## config.mk

```make
export PLATFORM = sky130hd
export DESIGN_NAME = cluster_pwr_ctrl
export DESIGN_NICKNAME = d
export VERILOG_FILES = /design/src/rtl/pcc_pkg.sv /design/src/rtl/pcc_id_match.sv /design/src/rtl/pcc_cmd_decode.sv /design/src/rtl/pcc_cluster_slice.sv /design/src/rtl/pcc_core_slice.sv /design/src/rtl/cluster_pwr_ctrl.sv
export SDC_FILE = /design/constraint.sdc
export NUM_CORES = 1
export LEC_CHECK = 0
export ABC_CLOCK_PERIOD_IN_PS = 2900
export BUFFER_PORTS_ARGS = -buffer_cell sky130_fd_sc_hd__buf_4
export CAP_MARGIN = 40
export CORE_ASPECT_RATIO = 0.7
export CORE_MARGIN = 2
export CORE_UTILIZATION = 51
export CTS_CLUSTER_SIZE = 20
export DETAILED_ROUTE_END_ITERATION = 10
export GPL_ROUTABILITY_DRIVEN = 1
export PLACE_DENSITY = 0.77
export SLEW_MARGIN = 10
export SYNTH_ARGS = -nofsm -noshare
export SYNTH_HDL_FRONTEND = slang
export SYNTH_SLANG_ARGS = --single-unit
export TNS_END_PERCENT = 50
```

## constraint.sdc

```tcl
create_clock -name clk -period 2.9 [get_ports clk]
set_input_delay 0.145 -clock clk [delete_from_list [all_inputs] [get_ports clk]]
set_output_delay 0.145 -clock clk [all_outputs]
set_load 0.03 [all_outputs]
```

## src/rtl/pcc_pkg.sv

```systemverilog
package pcc_pkg;

  localparam int ADDR_W = 5;
  localparam int ID_W   = 24;

  // Register slot offsets; software depends on these values.
  localparam logic [ADDR_W-1:0] OFS_CORE_OFF = 5'h00;
  localparam logic [ADDR_W-1:0] OFS_CORE_ON  = 5'h04;
  localparam logic [ADDR_W-1:0] OFS_CLUS_OFF = 5'h08;
  localparam logic [ADDR_W-1:0] OFS_WAKE_CFG = 5'h0C;
  localparam logic [ADDR_W-1:0] OFS_STATUS   = 5'h10;

  localparam int WEN_BIT = 31;

  typedef enum logic [1:0] {
    RSN_COLD = 2'b00,
    RSN_PIN  = 2'b01,
    RSN_CMD  = 2'b10,
    RSN_WAKE = 2'b11
  } pwr_reason_e;

endpackage

```

## src/rtl/pcc_id_match.sv

```systemverilog
module pcc_id_match #(
  parameter int NCL = 2,
  parameter int CPC = 4
) (
  input  logic [23:0]          id,
  output logic                 id_ok,
  output logic [NCL*CPC-1:0]   core_hit,
  output logic [NCL-1:0]       clus_hit
);

  localparam int NCORE = NCL * CPC;

  logic [7:0] f_core;
  logic [7:0] f_clus;
  logic [7:0] f_top;

  assign f_core = id[7:0];
  assign f_clus = id[15:8];
  assign f_top  = id[23:16];

  assign id_ok = (f_top == 8'd0) && (int'(f_core) < CPC) && (int'(f_clus) < NCL);

  for (genvar k = 0; k < NCORE; k++) begin : g_core
    assign core_hit[k] = id_ok && (int'(f_clus) == (k / CPC)) && (int'(f_core) == (k % CPC));
  end

  for (genvar c = 0; c < NCL; c++) begin : g_clus
    assign clus_hit[c] = id_ok && (int'(f_clus) == c);
  end

endmodule

```

## src/rtl/pcc_cmd_decode.sv

```systemverilog
module pcc_cmd_decode
  import pcc_pkg::*;
#(
  parameter int NCL = 2,
  parameter int CPC = 4
) (
  input  logic                 bus_wr,
  input  logic [ADDR_W-1:0]    bus_addr,
  input  logic [31:0]          bus_wdata,
  input  logic [NCL*CPC-1:0]   core_on,
  input  logic [NCL-1:0]       clus_on,
  output logic [NCL*CPC-1:0]   ppoff_sel,
  output logic [NCL*CPC-1:0]   ppon_sel,
  output logic [NCL*CPC-1:0]   wkup_sel,
  output logic [NCL-1:0]       pcoff_sel,
  output logic                 wen_val,
  output logic                 sel_we,
  output logic                 cmd_err
);

  localparam int NCORE = NCL * CPC;

  logic                id_ok;
  logic [NCORE-1:0]    core_hit;
  logic [NCL-1:0]      clus_hit;
  logic                wr_off, wr_on, wr_coff, wr_wk, wr_cmd;
  logic                tgt_core_on, tgt_clus_on;
  logic                unused_hi;

  pcc_id_match #(.NCL(NCL), .CPC(CPC)) u_match (
    .id       (bus_wdata[ID_W-1:0]),
    .id_ok    (id_ok),
    .core_hit (core_hit),
    .clus_hit (clus_hit)
  );

  assign unused_hi = ^bus_wdata[30:24];

  assign wr_off  = bus_wr && (bus_addr == OFS_CORE_OFF);
  assign wr_on   = bus_wr && (bus_addr == OFS_CORE_ON);
  assign wr_coff = bus_wr && (bus_addr == OFS_CLUS_OFF);
  assign wr_wk   = bus_wr && (bus_addr == OFS_WAKE_CFG);
  assign wr_cmd  = wr_off | wr_on | wr_coff | wr_wk;
  assign sel_we  = bus_wr && (bus_addr == OFS_STATUS);
  assign wen_val = bus_wdata[WEN_BIT];

  assign tgt_core_on = |(core_hit & core_on);
  assign tgt_clus_on = |(clus_hit & clus_on);

  assign ppoff_sel = {NCORE{wr_off}} & core_hit & core_on;
  assign ppon_sel  = {NCORE{wr_on}}  & core_hit & ~core_on;
  assign wkup_sel  = {NCORE{wr_wk}}  & core_hit;
  assign pcoff_sel = {NCL{wr_coff}}  & clus_hit & clus_on;

  assign cmd_err = (wr_cmd && !id_ok)
                 | (wr_off  && id_ok && !tgt_core_on)
                 | (wr_on   && id_ok &&  tgt_core_on)
                 | (wr_coff && id_ok && !tgt_clus_on);

endmodule

```

## src/rtl/pcc_cluster_slice.sv

```systemverilog
module pcc_cluster_slice #(
  parameter int CPC      = 4,
  parameter bit RESET_ON = 1'b0
) (
  input  logic           clk,
  input  logic           rst_n,
  input  logic           pcoff_sel,
  input  logic [CPC-1:0] core_up,
  input  logic           cl_standby,
  output logic           clus_on,
  output logic           clus_pend,
  output logic           clus_down
);

  logic any_up;
  logic on_a, pend_a;
  logic on_n, pend_n;
  logic st_en;

  always_comb begin
    any_up    = |core_up;
    on_a      = clus_on | any_up;
    pend_a    = any_up ? 1'b0 : (clus_pend | pcoff_sel);
    clus_down = cl_standby & pend_a & on_a;
    on_n      = on_a & ~clus_down;
    pend_n    = clus_down ? 1'b0 : pend_a;
    st_en     = any_up | pcoff_sel | cl_standby;
  end

  always_ff @(posedge clk or negedge rst_n) begin
    if (!rst_n) begin
      clus_on   <= RESET_ON;
      clus_pend <= 1'b0;
    end else if (st_en) begin
      clus_on   <= on_n;
      clus_pend <= pend_n;
    end
  end

endmodule

```

## src/rtl/pcc_core_slice.sv

```systemverilog
module pcc_core_slice
  import pcc_pkg::*;
#(
  parameter bit RESET_ON = 1'b0
) (
  input  logic        clk,
  input  logic        rst_n,
  input  logic        ppoff_sel,
  input  logic        ppon_sel,
  input  logic        wkup_sel,
  input  logic        wen_val,
  input  logic        wake_req,
  input  logic        core_standby,
  input  logic        clus_down,
  input  logic        warm_rst,
  output logic        core_on,
  output logic        pend_off,
  output logic        wake_en,
  output pwr_reason_e reason,
  output logic        core_up
);

  logic        wen_n, wake_hit;
  logic        on_a, pend_a, sby_down, go_off;
  logic        on_n, pend_n;
  pwr_reason_e rsn_a, rsn_n;
  logic        st_en;

  always_comb begin
    wen_n    = wkup_sel ? wen_val : wake_en;
    wake_hit = wake_req & wen_n & ~core_on & ~ppon_sel;
    core_up  = ppon_sel | wake_hit;
    on_a     = core_on | core_up;
    pend_a   = core_up ? 1'b0 : (pend_off | ppoff_sel);
    sby_down = core_standby & pend_a & on_a;
    go_off   = sby_down | clus_down;
    on_n     = on_a & ~go_off;
    pend_n   = go_off ? 1'b0 : pend_a;
    if (ppon_sel)      rsn_a = RSN_CMD;
    else if (wake_hit) rsn_a = RSN_WAKE;
    else               rsn_a = reason;
    rsn_n    = (warm_rst && on_n) ? RSN_PIN : rsn_a;
    st_en    = ppoff_sel | ppon_sel | wkup_sel | wake_req | core_standby | clus_down | warm_rst;
  end

  always_ff @(posedge clk or negedge rst_n) begin
    if (!rst_n) begin
      core_on  <= RESET_ON;
      pend_off <= 1'b0;
      wake_en  <= 1'b0;
      reason   <= RSN_COLD;
    end else if (st_en) begin
      core_on  <= on_n;
      pend_off <= pend_n;
      wake_en  <= wen_n;
      reason   <= rsn_n;
    end
  end

endmodule

```

## src/rtl/cluster_pwr_ctrl.sv

```systemverilog
module cluster_pwr_ctrl
  import pcc_pkg::*;
#(
  parameter int NCL = 2,
  parameter int CPC = 4
) (
  input  logic                 clk,
  input  logic                 rst_n,
  input  logic                 bus_wr,
  input  logic [4:0]           bus_addr,
  input  logic [31:0]          bus_wdata,
  output logic [31:0]          bus_rdata,
  input  logic [NCL*CPC-1:0]   core_standby,
  input  logic [NCL-1:0]       cluster_standby,
  input  logic [NCL*CPC-1:0]   wake_req,
  input  logic                 warm_rst_req,
  output logic [NCL*CPC-1:0]   core_pwr_en,
  output logic [NCL-1:0]       cluster_pwr_en,
  output logic                 prog_err
);

  localparam int NCORE = NCL * CPC;

  // Reset: asserted at once, released after two clock edges.
  logic [1:0] rst_pipe;
  logic       rst_sync_n;

  always_ff @(posedge clk or negedge rst_n) begin
    if (!rst_n) rst_pipe <= 2'b00;
    else        rst_pipe <= {rst_pipe[0], 1'b1};
  end
  assign rst_sync_n = rst_pipe[1];

  logic [NCORE-1:0]  core_on, pend_off, wake_en, core_up;
  logic [NCORE-1:0]  ppoff_sel, ppon_sel, wkup_sel;
  logic [NCL-1:0]    pcoff_sel, clus_on, clus_pend, clus_down;
  pwr_reason_e       reason [NCORE];
  logic              wen_val, sel_we, cmd_err;

  pcc_cmd_decode #(.NCL(NCL), .CPC(CPC)) u_dec (
    .bus_wr    (bus_wr),
    .bus_addr  (bus_addr),
    .bus_wdata (bus_wdata),
    .core_on   (core_on),
    .clus_on   (clus_on),
    .ppoff_sel (ppoff_sel),
    .ppon_sel  (ppon_sel),
    .wkup_sel  (wkup_sel),
    .pcoff_sel (pcoff_sel),
    .wen_val   (wen_val),
    .sel_we    (sel_we),
    .cmd_err   (cmd_err)
  );

  for (genvar c = 0; c < NCL; c++) begin : g_clus
    pcc_cluster_slice #(.CPC(CPC), .RESET_ON(c == 0)) u_cl (
      .clk        (clk),
      .rst_n      (rst_sync_n),
      .pcoff_sel  (pcoff_sel[c]),
      .core_up    (core_up[c*CPC +: CPC]),
      .cl_standby (cluster_standby[c]),
      .clus_on    (clus_on[c]),
      .clus_pend  (clus_pend[c]),
      .clus_down  (clus_down[c])
    );
  end

  for (genvar k = 0; k < NCORE; k++) begin : g_core
    pcc_core_slice #(.RESET_ON(k == 0)) u_core (
      .clk          (clk),
      .rst_n        (rst_sync_n),
      .ppoff_sel    (ppoff_sel[k]),
      .ppon_sel     (ppon_sel[k]),
      .wkup_sel     (wkup_sel[k]),
      .wen_val      (wen_val),
      .wake_req     (wake_req[k]),
      .core_standby (core_standby[k]),
      .clus_down    (clus_down[k / CPC]),
      .warm_rst     (warm_rst_req),
      .core_on      (core_on[k]),
      .pend_off     (pend_off[k]),
      .wake_en      (wake_en[k]),
      .reason       (reason[k]),
      .core_up      (core_up[k])
    );
  end

  // Status selection register and indirect read.
  logic [ID_W-1:0]   sel_id;
  logic              sel_ok;
  logic [NCORE-1:0]  sel_hit;
  logic [NCL-1:0]    sel_clus_hit;
  logic [31:0]       st_word [NCORE];
  logic [31:0]       status_word;
  logic              unused_sel;

  always_ff @(posedge clk or negedge rst_sync_n) begin
    if (!rst_sync_n)  sel_id <= '0;
    else if (sel_we)  sel_id <= bus_wdata[ID_W-1:0];
  end

  pcc_id_match #(.NCL(NCL), .CPC(CPC)) u_sel_match (
    .id       (sel_id),
    .id_ok    (sel_ok),
    .core_hit (sel_hit),
    .clus_hit (sel_clus_hit)
  );
  assign unused_sel = sel_ok ^ (^sel_clus_hit);

  for (genvar k = 0; k < NCORE; k++) begin : g_st
    assign st_word[k] = sel_hit[k]
      ? {1'b0, clus_on[k / CPC], core_on[k], wake_en[k], clus_pend[k / CPC],
         pend_off[k], reason[k], 24'd0}
      : 32'd0;
  end

  always_comb begin
    status_word = 32'd0;
    for (int k = 0; k < NCORE; k++) status_word = status_word | st_word[k];
  end

  assign bus_rdata = (bus_addr == OFS_STATUS) ? status_word : 32'd0;

  always_ff @(posedge clk or negedge rst_sync_n) begin
    if (!rst_sync_n)  prog_err <= 1'b0;
    else if (cmd_err) prog_err <= 1'b1;
  end

  assign core_pwr_en    = core_on;
  assign cluster_pwr_en = clus_on;

endmodule

```

# Word-level counts from Yosys, hierarchy flattened
# Index checks and enable logic that the tools add are counted.
[classes]
n_lt_le_gt_ge = 4
n_eq_ne = 12
n_mux = 61
bitwise_logic = 191
reduce_logical = 74
[op_table]
columns = ["op", "count"]
rows = [
  ["two-way mux 31 bit", 9],
  ["bitwise OR 31 bit", 7],
  ["bitwise OR 1 bit", 94],
  ["bitwise AND 1 bit", 54],
  ["bitwise AND 8 bit", 6],
  ["logical NOT 8 bit", 6],
  ["two-way mux 2 bit", 24],
  ["logical AND 1 bit", 44],
  ["== test 8 x 2 -> 1 bit, second input constant", 4],
  ["== test 8 x 3 -> 1 bit, second input constant", 4],
  ["two-way mux 1 bit", 28],
  ["NOT 1 bit", 26],
  ["nonzero test 3 bit", 8],
  ["less-than comparator 8 x 2 -> 1 bit, second input constant", 2],
  ["less-than comparator 8 x 3 -> 1 bit, second input constant", 2],
  ["AND reduction 2 bit", 8],
  ["== test 5 x 4 -> 1 bit, second input constant", 2],
  ["NOT 8 bit", 1],
  ["OR reduction 4 bit", 2],
  ["OR reduction 8 bit", 1],
  ["bitwise AND 2 bit", 3],
  ["== test 5 x 3 -> 1 bit, second input constant", 1],
  ["== test 5 bit, second input constant", 1],
  ["logical NOT 5 bit", 1],
  ["other kinds (2)", 4],
]
[word_totals]
regBits = 71
in_bits = 59
out_inout_bits = 43
elab_cells = 381

# Depth between registers and ports, before layout
# Gate-level depths: netlist (run 1).
[depth]
word_depth = 21
mapped_depth = 11
ltp_nobuf = 8

# Modules after synthesis
# A second synthesis (run 1) with hierarchy kept.
[unflattened]
hier_cells = 395
hier_area_um2 = 4210.3
[by_module_without_submodules]
columns = ["module", "instances", "cells_each", "area_each_um2", "seq_area_each_um2"]
rows = [
  ["pcc_core_slice at g_core[1].u_core ...", 7, 18, 235.2, 125.1],
  ["cluster_pwr_ctrl", 1, 115, 1406.3, 675.6],
  ["pcc_id_match", 2, 32, 200.2, 0.0],
  ["pcc_cmd_decode", 1, 54, 319.1, 0.0],
  ["pcc_core_slice at g_core[0].u_core", 1, 18, 236.5, 126.4],
  ["pcc_cluster_slice at g_clus[0].u_cl", 1, 9, 101.3, 51.3],
  ["pcc_cluster_slice at g_clus[1].u_cl", 1, 9, 100.1, 50.0],
]

# Least setup slack after synthesis (run 1)
# OpenSTA, ideal clock, no wires.
[synth_timing]
path_kind = "input -> register"
start = "input port bus_addr[4]"
end = "register g_core[7].u_core.reason[0]"
setup_time_ns = 0.136
arrival_ns = 2.602
required_time_ns = 2.764
setup_slack_ns = 0.161
stages = 9
path_buffers = 1
cell_sequence = "or4b_2 -> clkbuf_1 -> nor4_1 -> nand3_1 -> mux2_2 -> nand2_1 -> or4_4 -> o31ai_4 -> o21ai_0"
[synth_between]
elab_chain_cells = 18
word_cells_on_any_way = 64
classes_between = "eq/ne: 3; mux: 8; bitwise: 44; reduce/logical: 9"
[synth_lines]
columns = ["item", "line_no", "rtl"]
rows = [
  ["start, declared", "cluster_pwr_ctrl.sv:10", "input logic [4:0] bus_addr,"],
  ["== test 5 x 4 -> 1 bit", "pcc_cmd_decode.sv:42", "assign wr_wk = bus_wr && (bus_addr == OFS_WAKE_CFG);"],
  ["logical AND 1 bit", "pcc_cmd_decode.sv:42", ""],
  ["bitwise AND 8 bit", "pcc_cmd_decode.sv:52", "assign wkup_sel = {NCORE{wr_wk}} & core_hit;"],
  ["two-way mux 1 bit", "pcc_core_slice.sv:30", "wen_n = wkup_sel ? wen_val : wake_en;"],
  ["bitwise AND 1 bit (3 in series)", "pcc_core_slice.sv:31", "wake_hit = wake_req & wen_n & ~core_on & ~ppon_sel;"],
  ["bitwise OR 1 bit", "pcc_core_slice.sv:32", "core_up = ppon_sel | wake_hit;"],
  ["OR reduction 4 bit", "pcc_cluster_slice.sv:21", "any_up = |core_up;"],
  ["two-way mux 1 bit", "pcc_cluster_slice.sv:23", "pend_a = any_up ? 1'b0 : (clus_pend | pcoff_sel);"],
  ["bitwise AND 1 bit (2 in series)", "pcc_cluster_slice.sv:24", "clus_down = cl_standby & pend_a & on_a;"],
  ["bitwise OR 1 bit", "pcc_core_slice.sv:36", "go_off = sby_down | clus_down;"],
  ["NOT 1 bit", "pcc_core_slice.sv:37", "on_n = on_a & ~go_off;"],
  ["bitwise AND 1 bit", "pcc_core_slice.sv:37", ""],
  ["logical AND 1 bit", "pcc_core_slice.sv:42", "rsn_n = (warm_rst && on_n) ? RSN_PIN : rsn_a;"],
  ["nonzero test 3 bit (no source line)", "n/a", ""],
  ["AND reduction 2 bit (no source line)", "n/a", ""],
  ["end signal, assigned", "pcc_core_slice.sv:56", "reason <= rsn_n;"],
  ["end, declared", "pcc_core_slice.sv:19", "output pwr_reason_e reason,"],
]
# Several ways; a longest one is shown, not always the timed one.
# A chain may end at the register's enable or synchronous reset.

# Final worst setup path (run 1)
[layout_timing]
start = "register sel_id[16]"
end = "output port bus_rdata[24]"
[layout_between]
elab_chain_cells = 14
word_cells_on_any_way = 29
classes_between = "mux: 9; bitwise: 7; reduce/logical: 13"
[layout_lines]
columns = ["item", "line_no", "rtl"]
rows = [
  ["start, declared", "cluster_pwr_ctrl.sv:89", "logic [ID_W-1:0] sel_id;"],
  ["start signal, assigned", "cluster_pwr_ctrl.sv:99", "else if (sel_we) sel_id <= bus_wdata[ID_W-1:0];"],
  ["logical NOT 8 bit *", "pcc_id_match.sv:21", "assign id_ok = (f_top == 8'd0) && (int'(f_core) < CPC) && (int'(f_clus) < NCL);"],
  ["logical AND 1 bit * (2 in series)", "pcc_id_match.sv:21", ""],
  ["logical AND 1 bit (2 in series)", "pcc_id_match.sv:24", "assign core_hit[k] = id_ok && (int'(f_clus) == (k / CPC)) && (int'(f_core) == (k % CPC));"],
  ["two-way mux 31 bit", "cluster_pwr_ctrl.sv:112", "? {1'b0, clus_on[k / CPC], core_on[k], wake_en[k], clus_pend[k / CPC],"],
  ["bitwise OR 31 bit (6 in series)", "cluster_pwr_ctrl.sv:119", "for (int k = 0; k < NCORE; k++) status_word = status_word | st_word[k];"],
  ["bitwise OR 31 bit *", "cluster_pwr_ctrl.sv:119", ""],
  ["two-way mux 31 bit *", "cluster_pwr_ctrl.sv:122", "assign bus_rdata = (bus_addr == OFS_STATUS) ? status_word : 32'd0;"],
  ["end, declared", "cluster_pwr_ctrl.sv:12", "output logic [31:0] bus_rdata,"],
]
# Mark *: on every way between the ends. The rest lies on a longest branch, timed or not.

==> flow_metrics.tcl, run 1 <==
set metrics [dict create \
    hpwl_um 9976 \
    worst_ep_arrival_time_ns 2.69 \
    grt_pass1_wl_um 20850 \
    leakagePower_nw 2.452 \
    root_buffer "clkbuf_16" \
    post-synth-top-count-cell "dfrtp_1" \
    rsz0062_at_grt "yes" \
    core_region_area_mm2 0.008338 \
    holdWs_ns 0.005551 \
    synth_top_cell_by_area "dfrtp_1" \
    cts_max_level 3 \
    synth_common_cells "dfrtp_1, nor2_1, buf_4" \
    grt_max_degree 37 \
    port_buffers 69 \
    antenna_cells 0 \
    max-cap-violations 0 \
    postRouteAntennaNets 0 \
    peakVddDrop_v 0.0005453 \
    die_w_um 114.0 \
    p_sw_share_pct 24.56 \
    yosys_warnings 0 \
    area_growth_pct 26.03 \
    tns_ns 0 \
    fin_crit_sh_pct 97.80 \
    drt_iter0_markers 442 \
    synth_cells 442 \
    ys_seq_area_share_pct 41.22 \
    fin_ws_ns 0.06370 \
    max_slew_margin_pct 43.61 \
    cts_made_buffers 9 \
    pin_count 102 \
    powerDensity_mw_per_mm2 485.0 \
    grt_pass1_vias 4004 \
    async_flop_share_pct 100.0 \
    power.share.clock_pct 46.4 \
    start_kind "flip-flop" \
    postCtsSetupBuffers 0 \
    combPwrFrac_pct 11.1 \
    ys_ff_latch 71 \
    p_int_mw 1.990 \
    required_ns 2.76 \
    yosys_most_used_dff "dfrtp_1" \
    drt_pass1_iterations 5 \
    grt_overflow 0 \
    cp_max_fo 6 \
    grt_use_total_pct 29.81 \
    synth_edf_count 0 \
    clk_latency_ns 0.34 \
    globalplace.congestion 0.9797 \
    tightestPinTransition_ns 0.8459 \
    synth_top_area_share_pct 40.00 \
    die-height_um 80.98 \
    synth.area.top_cells "dfrtp_1, mux2_2, buf_4" \
    dieArea_mm2 0.009228 \
    final_nets 598 \
    fin_area_mm2 0.005440 \
    status "completed" \
    max_freq_ghz 0.3526 \
    antenna_found_initial 0 \
    pre_cts_ws_ns -0.02470 \
    cts.clk_slew.worst_paths_ns 0.06 \
    hold_path_class "input port to flip-flop" \
    power.switching_mw 0.6481 \
    rows 28 \
    fin_skew_ns 0.004431 \
    syn_area_mm2 0.004317 \
    cts_tree "yes" \
    vias_per_cell 6.242 \
    vias 4051 \
    drc 0 \
    cts_max_path_buffers 2 \
    seq_power_share_pct 42.6 \
    wl_per_cell_um 19.93 \
    start_util_pct 51.77 \
    drive_gt1_share_pct 33.82 \
    period_needed_ns 2.836 \
    slew_violations 0 \
    placed_cell_area_mm2 0.005050 \
    cts.sinks 71 \
    finalHoldViolCount 0 \
    syn_avg_cell_area_um2 9.766 \
    crit_path_end_kind "output port" \
    setup_violations 0 \
    path_class "flip-flop to output port" \
    synth_cell_types 65 \
    wirelength_um 12930 \
    total_power_mw 2.638 \
]
power by group through the flow:
stage | Clock (mW) | Sequential [mW] | Combinational [mW]
after floorplan | 0 | 1.12 | 0.199
after global placement | 0 | 1.12 | 0.273
after detailed placement | 0 | 1.13 | 0.282
after CTS | 1.24 | 1.12 | 0.289
after global routing | 1.27 | 1.13 | 0.322
final | 1.22 | 1.12 | 0.292
cell type report:
type                            instances  area [um2]
Clock buffer                           11       252.7
Clock inverter                          5       80.08
Sequential cell                        71        1780
Tap cell                              105       131.4
Inverter                               13       48.80
Timing Repair Buffer                  113       880.8
Fill cell                             682        2898
Multi-Input combinational cell        331        2266
worst paths after layout:
| check | slack [ns] | cells after the start | startpoint | endpoint |
|---|---|---|---|---|
| min in group asynchronous | 0.12 | 2 | rst_n | rst_pipe[1] |
| worst min register to register | 0.35 | 0 | rst_pipe[0] | rst_pipe[1] |
| max in group asynchronous | 1.86 | 1 | rst_pipe[1] | g_core[1].u_core.reason[0] |
| worst max register to register | 0.79 | 6 | g_core[6].u_core.core_on | g_core[7].u_core.reason[0] |
| worst max-delay path | 0.06 | 9 | sel_id[16] | bus_rdata[24] |
| worst min-delay path | 0.006 | 2 | core_standby[6] | g_core[6].u_core.pend_off |
layer usage:
| layer | share of wire [%] | vias up | global-route usage, % |
|---|---|---|---|
| li1 | - | 1815 | - |
| met1 | 43 | 1973 | 40.97 |
| met2 | 44 | 239 | 45.54 |
| met3 | 11 | 24 | 9.627 |
| met4 | 1.6 | 0 | 8.537 |
| met5 | 0 | - | 0 |
registers in the layout (all words and copies together), names as in the netlist:
signal                  cells
g_core.u_core.wake_en       8
g_clus.u_cl.clus_pend       2
prog_err                    1
g_core.u_core.core_on       8
rst_pipe                    2
g_core.u_core.pend_off      8
g_core.u_core.reason       16
g_clus.u_cl.clus_on         2
sel_id                     24
per-stage QoR:
stage          utilization [%]  instances
3_5_place_dp             60.56        630
5_1_grt                  65.25        649
2_1_floorplan                -        466
3_3_place_gp             60.56        630
6_report                 65.25        649
4_1_cts                  65.07        649
layout by cell type (no fill, tap or decap), types with 3 or more instances in the layout:
cell,count
o31ai_1,3
nand3_1,12
nand3b_1,7
a31oi_1,8
nor3b_1,3
a2111oi_0,4
a221oi_1,5
nor4_2,3
nor4_1,10
nor2_1,41
clkbuf_16,9
nor4b_2,3
nand4_1,7
nor3_1,17
a32oi_1,3
nand2_1,19
o21ai_0,12
a22o_1,6
buf_4,108
mux2i_1,3
mux2_2,34
a21oi_1,21
a21o_1,4
and4_1,5
conb_1,26
nor2b_1,5
inv_1,13
o22a_1,6
or3_1,3
dlygate4sd3_1,3
a211oi_1,3
a22oi_1,14
and3_1,4
dfrtp_1,68
nand2b_1,4
cells by family after synthesis:
group | Yosys count | share of synthesized area (%)
AND/OR/NAND/NOR | 159 | 21.33
multiplexers | 38 | 10.09
other | 2 | 0.1740
buffers and inverters | 64 | 9.014
flip-flops | 71 | 41.22
XOR/XNOR | 1 | 0.2029
AO/OA/AOI/OAI | 107 | 17.97
critical path: stages (launching register included):
cell and delay (ns):
dfrtp_1 0.39, nor4_2 0.34, nand4_1 0.20, or2_2 0.39, nor4_2 0.25, buf_4 0.19, a22o_1 0.14, a221oi_1 0.05
a31oi_1 0.21, buf_4 0.19
timing repair:
| action | CTS | global route |
|---|---|---|
| gates resized for setup | 2 | 3 |
| endpoints found under the setup margin | 1 | 5 |
| endpoints found under the hold margin | 4 | 0 |
| hold buffers | 3 | 0 |
| pin swaps | 0 | 1 |
Power figures use the tool's default switching activity.
==> run 2, diff against run 1 <==
--- a/config.mk
+++ b/config.mk
@@ -14,7 +14,7 @@
 export CTS_CLUSTER_SIZE = 20
 export DETAILED_ROUTE_END_ITERATION = 10
 export GPL_ROUTABILITY_DRIVEN = 1
-export PLACE_DENSITY = 0.77
+export PLACE_DENSITY = 0.76
 export SLEW_MARGIN = 10
 export SYNTH_ARGS = -nofsm -noshare
 export SYNTH_HDL_FRONTEND = slang
==> flow_metrics.tcl, run 2 (same netlist as run 1, synthesis figures left out) <==
set metrics [dict create \
    drt_pass1_iterations 6 \
    finalHoldViolCount 0 \
    leakagePower_nw 2.470 \
    fin_crit_sh_pct 97.80 \
    fin_ws_ns 0.06378 \
    worst_ep_arrival_time_ns 2.69 \
    die-height_um 80.98 \
    final_cell_mix "buf_4, dfrtp_1, nor2_1" \
    drt_iter0_markers 417 \
    slew_violations 0 \
    fin_area_mm2 0.005480 \
    peakVddDrop_v 0.0003017 \
    fin_skew_ns 0.003765 \
    cts_made_buffers 9 \
    largest_registers "sel_id: 24 flops, g_core.u_core.reason: 16 flops" \
    powerDensity_mw_per_mm2 486.1 \
    antenna_found_initial 0 \
    vias_per_cell 6.221 \
    cts_tree "yes" \
    cts_max_level 3 \
    post-place-cells 631 \
    instances_no_fill 652 \
    cp_max_fo 5 \
    grt_pass1_vias 3792 \
    max_slew_margin_pct 58.06 \
    cp_slowest_cell "dfrtp_1" \
    cts_max_path_buffers 2 \
    clk_latency_ns 0.34 \
    final_nets 601 \
    max-cap-violations 0 \
    hpwl_um 9981 \
    wirelength_um 12970 \
    die_w_um 114.0 \
    setup_violations 0 \
    required_ns 2.76 \
    port_buffers 69 \
    start_kind "flip-flop" \
    postRouteAntennaNets 0 \
    period_needed_ns 2.836 \
    drive_gt1_share_pct 34.19 \
    start_util_pct 51.77 \
    cts.sinks 71 \
    root_buffer "clkbuf_16" \
    status "completed" \
    path_cells "nor4_2 -> nand4_1 -> nor2_1 -> nand2_1 -> nor2_2 -> a22o_1 -> a221oi_1 -> a31oi_1 -> buf_4" \
    wl_per_cell_um 19.89 \
    area_growth_pct 26.96 \
    final_common_cell "buf_4" \
    rsz0062_at_grt "no" \
    path_class "flip-flop to output port" \
    grt_use_total_pct 29.63 \
    core_region_area_mm2 0.008338 \
    vias 4056 \
    antenna_cells 0 \
    fill_cells 678 \
    globalplace.congestion 0.9309 \
    max_freq_ghz 0.3526 \
    grt_max_degree 32 \
    pre_cts_ws_ns -0.001093 \
    tightestPinTransition_ns 0.6291 \
    hold_path_class "input port to flip-flop" \
    pin_count 102 \
    hold_depth 2 \
    cts.clk_slew.worst_paths_ns 0.06 \
    grt_overflow 0 \
    dieArea_mm2 0.009228 \
    largest_reg_flops 24 \
    grt_pass1_wl_um 20440 \
    critical-path-max-stage-delay_ns 0.39 \
    rows 28 \
    reg2regPathDepth 6 \
    drc 0 \
    placed_cell_area_mm2 0.005045 \
    crit_path_end_kind "output port" \
    regMostFlops "sel_id" \
]
[run 2: cell types whose count changed in the layout (fill, tap and decap cells not counted), sizes merged]
cell and change:
clkinvlp -1, dlygate4sd3 +2, clkbuf +1, buf +1
[run 2: layout make-up]
| type | instances | area (um2) | share of cell area (%) |
|---|---|---|---|
| Clock buffer | 12 | 266.5 | 4.863 |
| Tap cell | 105 | 131.4 | 2.397 |
| Timing Repair Buffer | 116 | 895.9 | 16.35 |
| Sequential cell | 71 | 1780 | 32.49 |
| Multi-Input combinational cell | 331 | 2281 | 41.62 |
| Clock inverter | 4 | 76.32 | 1.393 |
| Inverter | 13 | 48.80 | 0.8904 |
[run 2: final timing paths]
| path | slack [ns] | endpoint | from |
|---|---|---|---|
| max | 0.06 | bus_rdata[28] | sel_id[15] |
| min | 0.02 | g_core[4].u_core.pend_off | core_standby[4] |
| max reg2reg | 0.72 | g_core[7].u_core.reason[0] | g_core[7].u_core.core_on |
| min reg2reg | 0.29 | sel_id[20] | rst_pipe[1] |
| max in group asynchronous | 1.84 | g_core[0].u_core.core_on | rst_pipe[1] |
| min in group asynchronous | 0.12 | rst_pipe[0] | rst_n |
[run 2: critical path: cells and delay by family, from the launching register on]
kind                   cells  cell delay, ns
flip-flops                 1            0.39
AND/OR/NAND/NOR            5            1.24
AO/OA/AOI/OAI              3            0.53
buffers and inverters      1            0.20
[run 2: power breakdown]
part	switching [mW]	internal, mW
Clock	0.421	0.824
Combinational	0.162	0.136
Sequential	0.0624	1.06
[run 2: timing repair]
action	4_1_cts	5_1_grt
gates resized for setup	1	7
setup endpoints to repair	4	5
hold endpoints to repair	6	0
buffers inserted	0	0
pin swaps	0	1
hold buffers	5	0
[run 2: stage by stage]
| step | util, % | power, mW | hold WS, ns | setup TNS (ns) |
|---|---|---|---|---|
| finish | 65.73 | 2.664 | 0.01634 | 0 |
| global route | 65.73 | 2.758 | 0.02697 | 0 |
| CTS | 65.29 | 2.673 | 0.0006376 | 0 |
| detailed placement | 60.50 | 1.410 | -0.07038 | -0.001093 |
| global placement | 60.50 | 1.396 | -0.07232 | 0 |
| floorplan | - | 1.316 | -0.1506 | 0 |
[run 2: routing by layer]
layer	up-vias	routed length, um	GRT usage (%)	share of wire (%)
met5	-	0	0	0
met4	0	142	8.293	1.1
met3	16	1224	6.343	9.4
met2	224	5603	44.52	43
met1	1999	6000	43.41	46
li1	1817	-	-	-
==> run 3, diff against run 2 <==
--- a/config.mk
+++ b/config.mk
@@ -15,6 +15,7 @@
 export DETAILED_ROUTE_END_ITERATION = 10
 export GPL_ROUTABILITY_DRIVEN = 1
 export PLACE_DENSITY = 0.76
+export REMOVE_ABC_BUFFERS = 1
 export SLEW_MARGIN = 10
 export SYNTH_ARGS = -nofsm -noshare
 export SYNTH_HDL_FRONTEND = slang
==> flow_metrics.tcl, run 3 (same netlist as run 1, synthesis figures left out) <==
set metrics [dict create \
    tightestPinTransition_ns 0.6114 \
    area_growth_pct 27.04 \
    hold_start "core_standby[7]" \
    port_buffers 69 \
    required_ns 2.76 \
    multi_input_area_mm2 0.002277 \
    final_common_cell "buf_4" \
    drive_gt1_share_pct 34.31 \
    vias 4100 \
    antenna_found_initial 0 \
    core_region_area_mm2 0.008338 \
    hold_depth 2 \
    period_needed_ns 2.736 \
    largest_reg_flops 24 \
    crit-reg2reg-launch "g_core[2].u_core.wake_en" \
    cts_tree "yes" \
    path_class "flip-flop to output port" \
    powerDensity_mw_per_mm2 505.0 \
    postRouteAntennaNets 0 \
    fin_skew_ns 0.003915 \
    vias_per_cell 6.279 \
    worst_ep_arrival_time_ns 2.59 \
    final_nets 602 \
    drt_iter0_markers 395 \
    setup_violations 0 \
    reg2regPathDepth 8 \
    path_depth 10 \
    die_w_um 114.0 \
    grt_use_total_pct 30.15 \
    placed_cell_area_mm2 0.005055 \
    cp_slowest_cell "dfrtp_1" \
    wirelength_um 13330 \
    max_freq_ghz 0.3655 \
    max-cap-violations 0 \
    grt_pass1_wl_um 20780 \
    root_buffer "clkbuf_16" \
    pin_count 102 \
    antenna_cells 0 \
    fin_crit_sh_pct 94.35 \
    drt_pass1_iterations 5 \
    die-height_um 80.98 \
    total_power_mw 2.769 \
    postCtsSetupBuffers 0 \
    hpwl_um 10120 \
    cts_max_path_buffers 2 \
    peakVddDrop_v 0.0004907 \
    r2r_slack_ns 0.78 \
    rr_endpoint "g_core[1].u_core.reason[0]" \
    path_cells "nor4_4 -> nand4_1 -> nor2_1 -> nand2_1 -> nor4_1 -> buf_4 -> a22o_1 -> a221oi_1 -> a31oi_1 -> buf_4" \
    hold_path_class "input port to flip-flop" \
    drc 0 \
    cts_made_buffers 9 \
    slew_violations 0 \
    globalplace.congestion 0.9863 \
    worst-path-buf-inv 2 \
    start_util_pct 51.77 \
    dieArea_mm2 0.009228 \
    grt_max_degree 29 \
    largest_registers "sel_id: 24 flops, g_core.u_core.reason: 16 flops" \
    rows 28 \
    cts_max_level 3 \
    rsz0062_at_grt "no" \
    cts.sinks 71 \
    holdPathEnd "g_core[7].u_core.pend_off" \
    cts.clk_slew.worst_paths_ns 0.05 \
    start_kind "flip-flop" \
    fill_cells 684 \
    grt_pass1_vias 3910 \
    finalHoldViolCount 0 \
    regMostFlops "sel_id" \
    grt_overflow 0 \
    cp_max_fo 5 \
    crit_path_end_kind "output port" \
    wl_per_cell_um 20.42 \
    critPathTopFamily "simple AND/OR/NAND/NOR gates" \
    fin_area_mm2 0.005484 \
    final_cell_mix "buf_4, dfrtp_1, nor2_1" \
    max_slew_margin_pct 59.09 \
    status "completed" \
    critical-path-max-stage-delay_ns 0.41 \
    area.sequential_mm2 0.001780 \
    clk_latency_ns 0.34 \
    leakagePower_nw 2.486 \
    crit_path_frequent_cell "buf_4" \
]
-- run 3: cell types whose count changed in the layout (fill, tap and decap cells not counted), moves of 2 or more --
| cell | previous run | this run |
|---|---|---|
| dlygate4sd3_1 | 5 | 3 |
| nor4_2 | 5 | 3 |
| buf_4 | 110 | 114 |
| bufinv_16 | 2 | 4 |
| clkinv_2 | 0 | 3 |
| clkbuf_8 | 3 | 0 |
-- run 3: cell type report --
cell class / count / area share [%]
clock inverters: 7 / 2.464
multi-input cells: 331 / 41.52
clock buffers: 9 / 4.107
inverters: 13 / 0.8898
flip-flops and latches: 71 / 32.47
well taps: 105 / 2.396
repair buffers: 117 / 16.15
-- run 3: per-stage QoR --
stage	TNS, ns	hold WS [ns]	std cells	utilization (%)	worst slack, ns
5_1_grt	0	0.01292	653	65.77	0.04781
3_5_place_dp	-0.04162	-0.07096	634	60.62	-0.02227
4_1_cts	0	0.003691	653	65.38	0.04306
3_3_place_gp	-0.01404	-0.07356	634	60.62	-0.01404
6_report	0	0.008578	653	65.77	0.1638
2_1_floorplan	0	-0.1506	415	-	0.2057
-- run 3: worst max path at each step --
| stage | slack, ns | endpoint | start |
|---|---|---|---|
| global route | 0.05 | bus_rdata[24] | sel_id[15] |
| CTS | 0.04 | bus_rdata[24] | sel_id[15] |
| global placement | -0.01 | g_core[7].u_core.reason[0] | bus_addr[4] |
| finish | 0.16 | bus_rdata[28] | sel_id[15] |
| detailed placement | -0.02 | g_core[7].u_core.reason[0] | bus_addr[4] |
| floorplan | 0.21 | g_core[7].u_core.reason[0] | bus_wdata[7] |
-- run 3: worst register-to-register path: stages, from the launching register on --
cell and delay, ns:
dfrtp_1 0.42, nand2_1 0.16, o21ai_0 0.21, o2111ai_1 0.16, nand3b_1 0.14, a211oi_1 0.26, and3_4 0.30, nand2b_1 0.21
a32oi_1 0.13
-- run 3: repair_timing --
action                                 4_1_cts  5_1_grt
resized for setup                            1        6
endpoints found under the hold margin        4        0
setup endpoints to repair                    1        5
pin swaps                                    0        1
hold buffers                                 3        0
-- run 3: metal layers --
| metal | routed length [um] | vias to the layer above | GRT usage (%) | part of all wire (%) |
|---|---|---|---|---|
| met5 | 0 | - | 0 | 0 |
| met4 | 250 | 0 | 9.512 | 1.9 |
| met3 | 1466 | 28 | 8.134 | 11 |
| met2 | 5788 | 243 | 45.24 | 43 |
| met1 | 5827 | 2021 | 42.75 | 44 |
| li1 | - | 1808 | - | - |
-- run 3: power by group --
part | total (mW) | internal [mW] | switching (mW)
clock | 1.34 | 0.921 | 0.418
combinational | 0.304 | 0.138 | 0.166
sequential | 1.13 | 1.06 | 0.0666
total | 2.77 | 2.12 | 0.651
